--- config.mk ---
export PLATFORM = sky130hd
export DESIGN_NAME = intr_vector_unit
export DESIGN_NICKNAME = d
export VERILOG_FILES = /design/src/rtl/intr_pkg.sv /design/src/rtl/intr_pin_sync.sv /design/src/rtl/intr_elev_reg.sv /design/src/rtl/intr_arbiter.sv /design/src/rtl/intr_vector_unit.sv
export SDC_FILE = /design/constraint.sdc
export NUM_CORES = 1
export LEC_CHECK = 0
export BUFFER_PORTS_ARGS = -buffer_cell sky130_fd_sc_hd__buf_2
export CAP_MARGIN = 30
export CORE_MARGIN = 5
export CORE_UTILIZATION = 48
export DETAILED_ROUTE_END_ITERATION = 10
export HOLD_SLACK_MARGIN = 0.03
export PLACE_DENSITY = 0.83
export SLEW_MARGIN = 20
export SYNTH_ARGS = -nofsm -noshare
export SYNTH_HDL_FRONTEND = slang
export SYNTH_SLANG_ARGS = --single-unit
--- constraint.sdc ---
create_clock -name clk -period 3.61 [get_ports clk]
set_input_delay 0.361 -clock clk [delete_from_list [all_inputs] [get_ports clk]]
set_output_delay 0.361 -clock clk [all_outputs]
set_load 0.03 [all_outputs]
--- src/rtl/intr_pkg.sv ---
package intr_pkg;
    localparam int NFIX = 5;
    localparam logic [7:0]  MASK_TOP = 8'hF2;
    localparam logic [15:0] VEC_TRAP = 16'hFFF8;
    localparam logic [15:0] VEC_XPIN = 16'hFFF4;

    typedef enum logic {ST_IDLE, ST_HOLD} unit_state_e;
    typedef enum logic [1:0] {HK_OTHER, HK_XPIN, HK_IPIN_LVL, HK_IPIN_EDGE} held_kind_e;

    function automatic logic [15:0] fixed_vec(input int i);
        return 16'hFFFE - 16'(2 * i);
    endfunction

    function automatic logic [15:0] mask_vec(input int k);
        return {8'hFF, MASK_TOP - 8'(2 * k)};
    endfunction
endpackage

--- src/rtl/intr_pin_sync.sv ---
module intr_pin_sync #(
    parameter int STAGES = 2
) (
    input  logic clk,
    input  logic rst_n,
    input  logic pin_n,
    output logic lvl_low,
    output logic fall_held
);
    localparam int W = STAGES + 2;

    logic [W-1:0] sh_d, sh_q;

    always_comb begin
        sh_d = {sh_q[W-2:0], pin_n};
    end

    always_ff @(posedge clk or negedge rst_n) begin
        if (!rst_n) sh_q <= '1;
        else        sh_q <= sh_d;
    end

    // newest synchronized sample, then two history samples
    assign lvl_low   = !sh_q[STAGES-1];
    assign fall_held = !sh_q[STAGES-1] && !sh_q[STAGES] && sh_q[STAGES+1];
endmodule

--- src/rtl/intr_elev_reg.sv ---
module intr_elev_reg
    import intr_pkg::*;
#(
    parameter int NM = 12,
    parameter int IW = 4
) (
    input  logic          clk,
    input  logic          rst_n,
    input  logic          wr_en,
    input  logic [7:0]    wr_data,
    output logic [IW-1:0] elev_idx
);
    localparam logic [7:0] LOW_BYTE = MASK_TOP - 8'(2 * (NM - 1));

    logic [7:0] q_d, q_q;
    logic       wr_ok;

    always_comb begin
        wr_ok = wr_en && !wr_data[0] && (wr_data <= MASK_TOP) && (wr_data >= LOW_BYTE);
        q_d   = wr_ok ? wr_data : q_q;
    end

    always_ff @(posedge clk or negedge rst_n) begin
        if (!rst_n) q_q <= MASK_TOP;
        else        q_q <= q_d;
    end

    logic [7:0] diff;
    assign diff     = MASK_TOP - q_q;
    assign elev_idx = IW'(diff >> 1);
endmodule

--- src/rtl/intr_arbiter.sv ---
module intr_arbiter
    import intr_pkg::*;
#(
    parameter int NM = 12,
    parameter int IW = 4
) (
    input  logic [NFIX-1:0] fixed_req,
    input  logic            xpin_req,
    input  logic [NM-1:0]   mask_req,
    input  logic [IW-1:0]   elev_idx,
    output logic            valid,
    output logic [15:0]     vec,
    output logic            win_xpin,
    output logic            win_ipin
);
    logic [IW-1:0] win;

    always_comb begin
        win = '0;
        for (int k = NM - 1; k >= 0; k--) begin
            if (mask_req[k]) win = IW'(k);
        end
        if (int'(elev_idx) < NM && mask_req[elev_idx]) win = elev_idx;

        valid    = 1'b0;
        vec      = '0;
        win_xpin = 1'b0;
        win_ipin = 1'b0;
        if (|mask_req) begin
            valid    = 1'b1;
            vec      = mask_vec(int'(win));
            win_ipin = (win == '0);
        end
        if (xpin_req) begin
            valid    = 1'b1;
            vec      = VEC_XPIN;
            win_xpin = 1'b1;
            win_ipin = 1'b0;
        end
        for (int i = NFIX - 1; i >= 0; i--) begin
            if (fixed_req[i]) begin
                valid    = 1'b1;
                vec      = fixed_vec(i);
                win_xpin = 1'b0;
                win_ipin = 1'b0;
            end
        end
    end
endmodule

--- src/rtl/intr_vector_unit.sv ---
module intr_vector_unit
    import intr_pkg::*;
#(
    parameter int N_PERIPH    = 11,
    parameter int SYNC_STAGES = 2
) (
    input  logic                clk,
    input  logic                rst_n,
    input  logic                irq_pin_n,
    input  logic                xirq_pin_n,
    input  logic                irq_edge_sel,
    input  logic                irq_local_en,
    input  logic                i_mask,
    input  logic                x_mask,
    input  logic [4:0]          fixed_req,
    input  logic [N_PERIPH-1:0] periph_flag,
    input  logic [N_PERIPH-1:0] periph_en,
    input  logic                elev_wr,
    input  logic [7:0]          elev_wdata,
    input  logic                svc_ack,
    output logic                int_pending,
    output logic [15:0]         int_vector
);
    localparam int NM = N_PERIPH + 1;
    localparam int IW = $clog2(NM);

    typedef struct packed {
        unit_state_e st;
        logic [15:0] vec;
        held_kind_e  kind;
        logic        ipin_lat;
    } unit_regs_t;

    unit_regs_t cur_q, nxt_d;

    logic ipin_low, ipin_fall, xpin_low, xpin_fall_unused;
    logic [IW-1:0] elev_idx;
    logic ipin_req, xpin_req, arb_valid, arb_xpin, arb_ipin;
    logic [NM-1:0] mask_req;
    logic [15:0] arb_vec;

    intr_pin_sync #(.STAGES(SYNC_STAGES)) u_ipin (
        .clk(clk), .rst_n(rst_n), .pin_n(irq_pin_n),
        .lvl_low(ipin_low), .fall_held(ipin_fall)
    );

    intr_pin_sync #(.STAGES(SYNC_STAGES)) u_xpin (
        .clk(clk), .rst_n(rst_n), .pin_n(xirq_pin_n),
        .lvl_low(xpin_low), .fall_held(xpin_fall_unused)
    );

    intr_elev_reg #(.NM(NM), .IW(IW)) u_elev (
        .clk(clk), .rst_n(rst_n), .wr_en(elev_wr), .wr_data(elev_wdata),
        .elev_idx(elev_idx)
    );

    always_comb begin
        ipin_req = irq_local_en && (irq_edge_sel ? cur_q.ipin_lat : ipin_low);
        mask_req = i_mask ? '0 : {periph_flag & periph_en, ipin_req};
        xpin_req = xpin_low && !x_mask;
    end

    intr_arbiter #(.NM(NM), .IW(IW)) u_arb (
        .fixed_req(fixed_req), .xpin_req(xpin_req), .mask_req(mask_req),
        .elev_idx(elev_idx), .valid(arb_valid), .vec(arb_vec),
        .win_xpin(arb_xpin), .win_ipin(arb_ipin)
    );

    always_comb begin
        nxt_d = cur_q;
        case (cur_q.st)
            ST_IDLE: begin
                if (arb_valid) begin
                    nxt_d.st  = ST_HOLD;
                    nxt_d.vec = arb_vec;
                    if (arb_xpin)      nxt_d.kind = HK_XPIN;
                    else if (arb_ipin) nxt_d.kind = irq_edge_sel ? HK_IPIN_EDGE : HK_IPIN_LVL;
                    else               nxt_d.kind = HK_OTHER;
                end
            end
            default: begin
                if (svc_ack) begin
                    nxt_d.st = ST_IDLE;
                    if (cur_q.kind == HK_IPIN_EDGE) nxt_d.ipin_lat = 1'b0;
                    nxt_d.kind = HK_OTHER;
                end else if ((cur_q.kind == HK_XPIN && !xpin_low) ||
                             (cur_q.kind == HK_IPIN_LVL && !ipin_low)) begin
                    nxt_d.vec  = VEC_TRAP;
                    nxt_d.kind = HK_OTHER;
                end
            end
        endcase
        if (ipin_fall && irq_edge_sel) nxt_d.ipin_lat = 1'b1;
    end

    always_ff @(posedge clk or negedge rst_n) begin
        if (!rst_n) begin
            cur_q.st       <= ST_IDLE;
            cur_q.vec      <= '0;
            cur_q.kind     <= HK_OTHER;
            cur_q.ipin_lat <= 1'b0;
        end else begin
            cur_q <= nxt_d;
        end
    end

    assign int_pending = (cur_q.st == ST_HOLD);
    assign int_vector  = cur_q.vec;
endmodule

==> results of run 1 <==
[worst max-delay path, cell delays in order (launching register included)]
cell	delay, ps
sky130_fd_sc_hd__dfstp_2	560
sky130_fd_sc_hd__ha_1	220
sky130_fd_sc_hd__xor2_1	430
sky130_fd_sc_hd__mux4_2	570
sky130_fd_sc_hd__or3_4	360
sky130_fd_sc_hd__a31o_4	260
sky130_fd_sc_hd__a2111o_1	410
sky130_fd_sc_hd__a211o_1	310
sky130_fd_sc_hd__o221ai_2	60
[registers in the layout (all words and copies together), names as in the netlist]
register / count
int_vector: 6
u_elev.q_q: 5
int_pending: 1
u_xpin.sh_q: 2
cur_q: 3
u_ipin.sh_q: 4
[what timing repair did]
action,4_1_cts,5_1_grt
endpoints found under the hold margin,13,0
hold buffers,1,0
setup buffers,0,0
[power by group through the flow]
stage	sequential, mW	combinational (mW)	clock (mW)
floorplan	0.312	0.303	0
global placement	0.313	0.370	0
detailed placement	0.316	0.380	0
CTS	0.312	0.382	0.116
global route	0.318	0.419	0.129
finish	0.311	0.380	0.110
[kinds of logic after synthesis]
group                      Yosys count  synth area share, %
buffers and inverters               27                10.67
muxes                                8                7.361
xor gates and xnor gates             7                4.053
DFF                                 21                35.40
other                                1               0.2479
and+or+nand+nor                     61                19.11
adders and majority gates            2                1.654
AOI/OAI and AO/OA                   44                21.51
[cells in the final DEF (no fill, tap or decap), types with 2 or more instances in the layout]
cell type                  instances
sky130_fd_sc_hd__nor3_1            7
sky130_fd_sc_hd__nor4_1            4
sky130_fd_sc_hd__nand2_1          23
sky130_fd_sc_hd__a211o_1           2
sky130_fd_sc_hd__nand3_1           2
sky130_fd_sc_hd__nor2_1           13
sky130_fd_sc_hd__mux4_2            2
sky130_fd_sc_hd__a22oi_1           2
sky130_fd_sc_hd__o22ai_1           2
sky130_fd_sc_hd__and2_1            2
sky130_fd_sc_hd__buf_2            60
sky130_fd_sc_hd__inv_1             9
sky130_fd_sc_hd__o41ai_1           2
sky130_fd_sc_hd__dfrtp_1          13
sky130_fd_sc_hd__ha_1              2
sky130_fd_sc_hd__o211ai_1          2
sky130_fd_sc_hd__dfstp_2           8
sky130_fd_sc_hd__a21oi_1           8
sky130_fd_sc_hd__nand2b_1          2
sky130_fd_sc_hd__mux2_2            5
sky130_fd_sc_hd__o21ai_0           7
sky130_fd_sc_hd__nor2b_1           3
sky130_fd_sc_hd__clkbuf_4          3
sky130_fd_sc_hd__a31o_2            2
sky130_fd_sc_hd__a31oi_1           5
sky130_fd_sc_hd__xnor2_1           4
sky130_fd_sc_hd__xor2_1            3
[stage by stage]
stage / utilization (%) / setup WS [ps]
after detailed placement: 57.48 / 373.6
final: 58.68 / 382.6
after floorplan: - / 604.3
after CTS: 58.68 / 360.1
after global routing: 58.68 / 190.2
after global placement: 57.48 / 470.5
[worst min-delay path by stage]
| stage | startpoint | to | slack (ps) | cells after the start |
|---|---|---|---|---|
| global route | xirq_pin_n | u_xpin.sh_q[0] | 120 | 1 |
| CTS | irq_pin_n | u_ipin.sh_q[0] | 140 | 1 |
| global placement | rst_n | int_vector[4] | 330 | 1 |
| floorplan | rst_n | cur_q[0] | 70 | 0 |
| finish | irq_pin_n | u_ipin.sh_q[0] | 150 | 1 |
| detailed placement | rst_n | int_vector[4] | 340 | 1 |
[layout make-up]
cell class,count,area [µm²]
fill,299,1251
multi-input combinational,123,815.8
sequential,21,535.5
timing repair buffer,61,310.3
tap,44,55.05
inverter,9,33.78
clock buffer,4,26.28
[metal layers]
metal	global-route usage (%)	vias to the layer above	part of all wire [%]
li1	-	704	-
met1	20.11	672	39
met2	30.61	49	52
met3	4.082	6	7.8
met4	3.807	0	0.84
met5	0	-	0
[Yosys cell counts, drive strengths merged, types with 3 or more instances]
cell type   n
nand2      23
buf        16
dfrtp      13
nor2       13
inv         9
a21oi       8
dfstp       8
nor3        7
o21ai       7
a31oi       5
mux2        5
nor4        4
xnor2       4
a31o        3
nor2b       3
xor2        3
==> Implementation_results.wiki, run 1 <==
{| class="wikitable"
! Metric !! Value
|-
| Floorplan core area || ~3000 µm²
|-
| Largest net degree at the start of global routing || 22
|-
| Post-synthesis cell type with the largest combined area || sky130_fd_sc_hd__dfrtp_1
|-
| Number of cells after detailed placement || roughly 260
|-
| Sum of overflow across all layers after global routing || 0
|-
| CTS tree || built
|-
| Port Buf Inserts || 60
|-
| Proportion of layout cells with a drive suffix above 1 || 38.99%
|-
| Total leakage power || a little under 0.8 nW
|-
| Antenna cells || 0
|-
| CP Data Required Time || ~3800 ps
|-
| Iteration-0 DRC Markers || 36
|-
| Synth-to-Final Area Change || 17.45%
|-
| Status || finished clean
|-
| Final instance area || approximately 1800 µm²
|-
| Nets || 266
|-
| Setup TNS after final layout || 0 ps
|-
| DPL Wire Length || just under 3 mm
|-
| Post-cts gate resize count || 0
|-
| CTS Root Buffer Type || sky130_fd_sc_hd__clkbuf_4
|-
| Vert. Die Dim || around 66 µm
|-
| Fin Clk Skew || roughly 8.3 ps
|-
| Async set-or-reset flop fraction in the synthesized netlist || 100.0%
|-
| Final non-filler cell total || between 200 and 300
|-
| Sequential group share of total power || roughly two fifths
|-
| Tightest hold margin || around 150 ps
|-
| Detail-routed net length per standard cell || 13.19 µm
|-
| Post-detailed-routing wire length || 3.457 mm
|-
| Initial cell density of the core || about half
|-
| Fin crit share || approximately 89%
|-
| Avg Inst Size Synth || approximately 8.8 µm²
|-
| Number of max-slew violations in the final report || 0
|-
| Ys flop type || sky130_fd_sc_hd__dfrtp_1
|-
| DRC violation count after routing || 0
|-
| RSZ-0062 raised after global routing || no
|-
| # setup viols final || 0
|-
| Hold crit path type || input port to register
|-
| Transition time at the pin with the least slew margin || around 850 ps
|-
| Critical path class || register to register
|-
| Final hold viol count || 0
|-
| Switching Power || approximately 0.31 mW
|-
| Row cnt || 20
|-
| Via count of the first global-routing pass || between 1,000 and 1,500
|-
| Clk sink count || 21
|-
| Highest attainable clock frequency || roughly 310 MHz
|-
| Top cells by area, synth || sky130_fd_sc_hd__dfrtp_1 (22%), sky130_fd_sc_hd__dfstp_2 (14%), sky130_fd_sc_hd__buf_4 (7.9%), sky130_fd_sc_hd__nand2_1 (5.7%), sky130_fd_sc_hd__mux2_2 (3.7%)
|-
| Crit path launch type || register
|-
| Proportion of power drawn by the clock network || between 10 and 15%
|-
| Number of cells traversed by the worst register-to-register path || 8
|-
| Routed via count || around 1,400
|-
| Antenna violations before repair || 0
|-
| Placed Area || roughly 1700 µm²
|-
| Count of maximum capacitance violations || 0
|-
| Combinational cell fraction of total power || between 40% and 50%
|-
| Average via count per standard cell || about 5.5
|-
| Worst EP arrival || about 3500 ps
|-
| Wire length of the first global-routing pass || just under 6 mm
|-
| Synth warnings || 0
|-
| Worst slew margin || between 40% and 50%
|-
| Kind of capture point of the worst setup path || register
|-
| Full die area || between 4000 and 5000 µm²
|-
| Number of buffers on the longest clock path || 2
|-
| Length of the first detailed-routing pass in iterations || 4
|-
| Count of mapped cells out of synthesis || about 170
|-
| Flop-to-flop setup slack || roughly 380 ps
|-
| P per Cell Area || roughly 450 nW/µm²
|-
| All-Layer GR Usage || 16.96%
|-
| Power consumption || 0.8012 mW
|-
| Reg clk slew, reported paths || 110 ps
|-
| Top Ports || 62
|-
| Net switching fraction of the power || around two fifths
|-
| Post-synthesis sequential area ratio || about 35%
|-
| CP Launch Point || u_elev.q_q[1]
|-
| Global placer's final weighted congestion || 0.9288
|-
| Die W || 66.14 µm
|-
| Min cycle time layout || between 3000 and 4000 ps
|-
| Max FO, Critical Path || 5
|-
| Count of nets left with antenna violations after detail routing || 0
|-
| Count of unique library cells instantiated by Yosys || 46
|-
| Worst setup path end || int_vector[1]
|-
| Netlist area before placement || 1513 µm²
|-
| Cell internal power dissipation || 0.4874 mW
|-
| Number of nets produced by synthesis || around 220
|-
| Worst supply voltage drop on vdd || roughly 0.33 mV
|-
| Clock network latency to the later pin of the worst-skew pair || roughly 300 ps
|-
| Level count of the clock H-tree || 1
|-
| Start of the worst register-to-register path || u_elev.q_q[1]
|-
| Reg2Reg Capture Point || int_vector[1]
|-
| #FFs+latches synth || 21
|-
| Number of enable-type register cells in the synthesized netlist || 0
|-
| Synth top area share || approximately 22%
|-
| Number of CTS-inserted buffers || 3
|}
Note: power is estimated with default switching activity, not from simulation.
==> run 2, diff against run 1 <==
Settings changed: CELL_PAD_IN_SITES_DETAIL_PLACEMENT from default to 0, CELL_PAD_IN_SITES_GLOBAL_PLACEMENT from default to 1, CORE_UTILIZATION 48 to 36, CTS_BUF_LIST from default to sky130_fd_sc_hd__clkbuf_4, PLACE_DENSITY 0.83 to 0.85.
==> run 2 against run 1 <==
Net effect: global-route usage decreased by 4.0 points; count of clock-buffer cells in the layout unchanged; total power increased by 1.2%; critical path depth increased by 1; die area increased by 28%; critical endpoint is now int_vector[3]; sequential cell count unchanged; highest routed layer unchanged; sequential power about the same; via count decreased by 4.0%.
==> Implementation_results.wiki, run 2 (synthesis results as in run 1) <==
{| class="wikitable"
! Metric !! Value
|-
| Status || finished clean
|-
| # setup viols final || 0 (unchanged)
|-
| DRC violation count after routing || 0 (unchanged)
|-
| Clock network latency to the later pin of the worst-skew pair || 300 ps (about the same)
|-
| Number of buffers on the longest clock path || 2 (unchanged)
|-
| Commonest non-fill, non-tap cells in the layout || sky130_fd_sc_hd__buf_2 (60), sky130_fd_sc_hd__nand2_1 (23), sky130_fd_sc_hd__nor2_1 (13), sky130_fd_sc_hd__dfrtp_1 (13), sky130_fd_sc_hd__inv_1 (9)
|-
| Length of the first detailed-routing pass in iterations || 6 (+2)
|-
| Sum of overflow across all layers after global routing || 0 (unchanged)
|-
| Cell internal power dissipation || 0.4954 mW (+1.6%)
|-
| Final hold viol count || 0 (unchanged)
|-
| Transition time at the pin with the least slew margin || 653.8 ps (-191.2 ps)
|-
| Sequential group share of total power || 38.6% (-0.2 points)
|-
| Number of fill cells || 431 (+44%)
|-
| All-Layer GR Usage || 13.01% (-4.0 points)
|-
| Clk sink count || 21 (unchanged)
|-
| CP Cell Sequence || ha_1, xor2_1, mux4_2, or3_4, a31o_4, mux2i_1, ha_1, o21ai_0, a21oi_1
|-
| Final setup margin || 362.1 ps (-20.51 ps)
|-
| Number of setup buffers added after CTS || 0 (unchanged)
|-
| Initial cell density of the core || 37.55% (-12 points)
|-
| Antenna cells || 0 (unchanged)
|-
| Kind of capture point of the worst setup path || register
|-
| Net switching fraction of the power || 38.93% (-0.25 points)
|-
| Synth-to-Final Area Change || 18.20%
|-
| RSZ-0062 raised after global routing || no
|-
| Proportion of layout cells with a drive suffix above 1 || 39.45% (+0.46 points)
|-
| Number of cells after detailed placement || 263 (+2.3%)
|-
| Switching Power || 0.3157 mW (+0.59%)
|-
| Via count of the first global-routing pass || 1,395 (-0.29%)
|-
| Min cycle time layout || 3248 ps (+20.51 ps)
|-
| P per Cell Area || 453.6 nW/µm² (+0.59%)
|-
| Antenna violations before repair || 0 (unchanged)
|-
| Die W || 74.82 µm (+13%)
|-
| Hold crit path type || input port to register
|-
| Detail-routed net length per standard cell || 13.01 µm (-1.4%)
|-
| Combinational cell fraction of total power || 47.0% (-0.4 points)
|-
| Worst setup slack after placement || 370.8 ps (-2.823 ps)
|-
| DPL Wire Length || 2.983 mm (+1.7%)
|-
| Row cnt || 23 (+15%)
|-
| Largest net degree at the start of global routing || 22 (unchanged)
|-
| Proportion of power drawn by the clock network || 14.5% (+0.8 points)
|-
| CTS tree || built
|-
| Post-detailed-routing wire length || 3.486 mm (+0.84%)
|-
| Full die area || 5598 µm² (+28%)
|-
| Routed via count || 1,374 (-4.0%)
|-
| Count of maximum capacitance violations || 0 (unchanged)
|-
| Port Buf Inserts || 60 (unchanged)
|-
| Worst EP arrival || 3440 ps (-20 ps)
|-
| Fin Clk Skew || 6.637 ps (-1.681 ps)
|-
| Cell type of the slowest stage on the worst timing path || sky130_fd_sc_hd__dfstp_2
|-
| Number of max-slew violations in the final report || 0 (unchanged)
|-
| Count of nets left with antenna violations after detail routing || 0 (unchanged)
|-
| Post-cts gate resize count || 0 (unchanged)
|-
| Max FO, Critical Path || 5 (unchanged)
|-
| Maximum single-stage delay on the critical path || 560 ps (about the same)
|-
| Wire length of the first global-routing pass || 5.830 mm (-0.48%)
|-
| Fin crit share || 89.97% (+0.57 points)
|-
| Number of hold-repair buffers added at the cts stage || 1 (unchanged)
|-
| Max FFs per register || 6 (unchanged)
|-
| Nets || 266 (unchanged)
|-
| Most frequent cell on the critical path || sky130_fd_sc_hd__ha_1
|-
| Level count of the clock H-tree || 1 (unchanged)
|-
| Vert. Die Dim || 74.82 µm (+13%)
|-
| Number of CTS-inserted buffers || 3 (unchanged)
|-
| Floorplan core area || 4029 µm² (+33%)
|-
| Highest attainable clock frequency || 307.9 MHz (-0.63%)
|-
| Iteration-0 DRC Markers || 34 (-5.6%)
|-
| Worst supply voltage drop on vdd || 0.2263 mV (-32%)
|-
| CP Data Required Time || 3810 ps (-30 ps)
|-
| Average via count per standard cell || 5.127 (-6.1%)
|-
| CTS Root Buffer Type || sky130_fd_sc_hd__clkbuf_4
|-
| Top Ports || 62 (unchanged)
|-
| Global placer's final weighted congestion || 0.8137 (-12%)
|-
| Final non-filler cell total || 268 (+2.3%)
|-
| Worst slew margin || 56.01% (+14 points)
|-
| Total leakage power || 0.7766 nW (+0.44%)
|-
| Crit path launch type || register
|-
| Reg clk slew, reported paths || 110 ps (about the same)
|-
| Most frequent standard cell in the layout excluding fill and tap cells || sky130_fd_sc_hd__buf_2
|-
| Tightest hold margin || 152.0 ps (+0.3450 ps)
|-
| Setup TNS after final layout || 0 ps (unchanged)
|-
| Critical path class || register to register
|}
==> run 2: cell types whose count changed in the layout (fill, tap and decap cells not counted) <==
cell / change
sky130_fd_sc_hd__clkbuf_4: +1
sky130_fd_sc_hd__clkbuf_1: -1
==> run 2: layout make-up <==
cell class	count	area (µm²)	area share [%]
clock buffer	4	30.03	1.680
inverter	9	33.78	1.889
multi-input combinational	123	815.8	45.63
sequential	21	535.5	29.95
tap	50	62.56	3.499
timing repair buffer	61	310.3	17.35
==> run 2: power groups by stage <==
| stage | logic, mW | clock network (mW) | registers (mW) |
|---|---|---|---|
| finish | 0.381 | 0.117 | 0.313 |
| global route | 0.422 | 0.133 | 0.319 |
| floorplan | 0.303 | 0 | 0.312 |
| global placement | 0.377 | 0 | 0.315 |
| detailed placement | 0.385 | 0 | 0.318 |
| CTS | 0.387 | 0.123 | 0.314 |
==> run 2: final timing paths <==
kind	cells after the start	slack [ps]	start	to
max	9	360	u_elev.q_q[1]	int_vector[3]
min	1	150	irq_pin_n	u_ipin.sh_q[0]
max reg2reg	9	360	u_elev.q_q[1]	int_vector[3]
min reg2reg	0	360	u_ipin.sh_q[0]	u_ipin.sh_q[1]
max in group asynchronous	2	2740	rst_n	u_elev.q_q[1]
min in group asynchronous	2	520	rst_n	int_vector[2]
==> run 2: worst max-delay path, delay by kind of cell (launching register included) <==
kind,cells,cell delay (ps)
AOI/OAI and AO/OA,3,510
xor gates and xnor gates,1,430
adders and majority gates,2,500
DFF,1,560
muxes,2,810
and+or+nand+nor,1,350
==> run 2: metrics by stage <==
step / utilization (%) / instance area, µm² / total power [mW]
6_report: 44.38 / 1788 / 0.8111
3_5_place_dp: 43.39 / 1748 / 0.7032
4_1_cts: 44.38 / 1788 / 0.8240
5_1_grt: 44.38 / 1788 / 0.8746
2_1_floorplan: - / 1513 / 0.6153
3_3_place_gp: 43.39 / 1748 / 0.6922
==> run 2: metal layers <==
metal | track usage [%] | vias up | part of all wire, %
met5 | 0 | - | 0
met4 | 1.779 | 0 | 0.37
met3 | 3.471 | 2 | 8.8
met2 | 22.05 | 52 | 45
met1 | 17.04 | 618 | 46
li1 | - | 702 | -
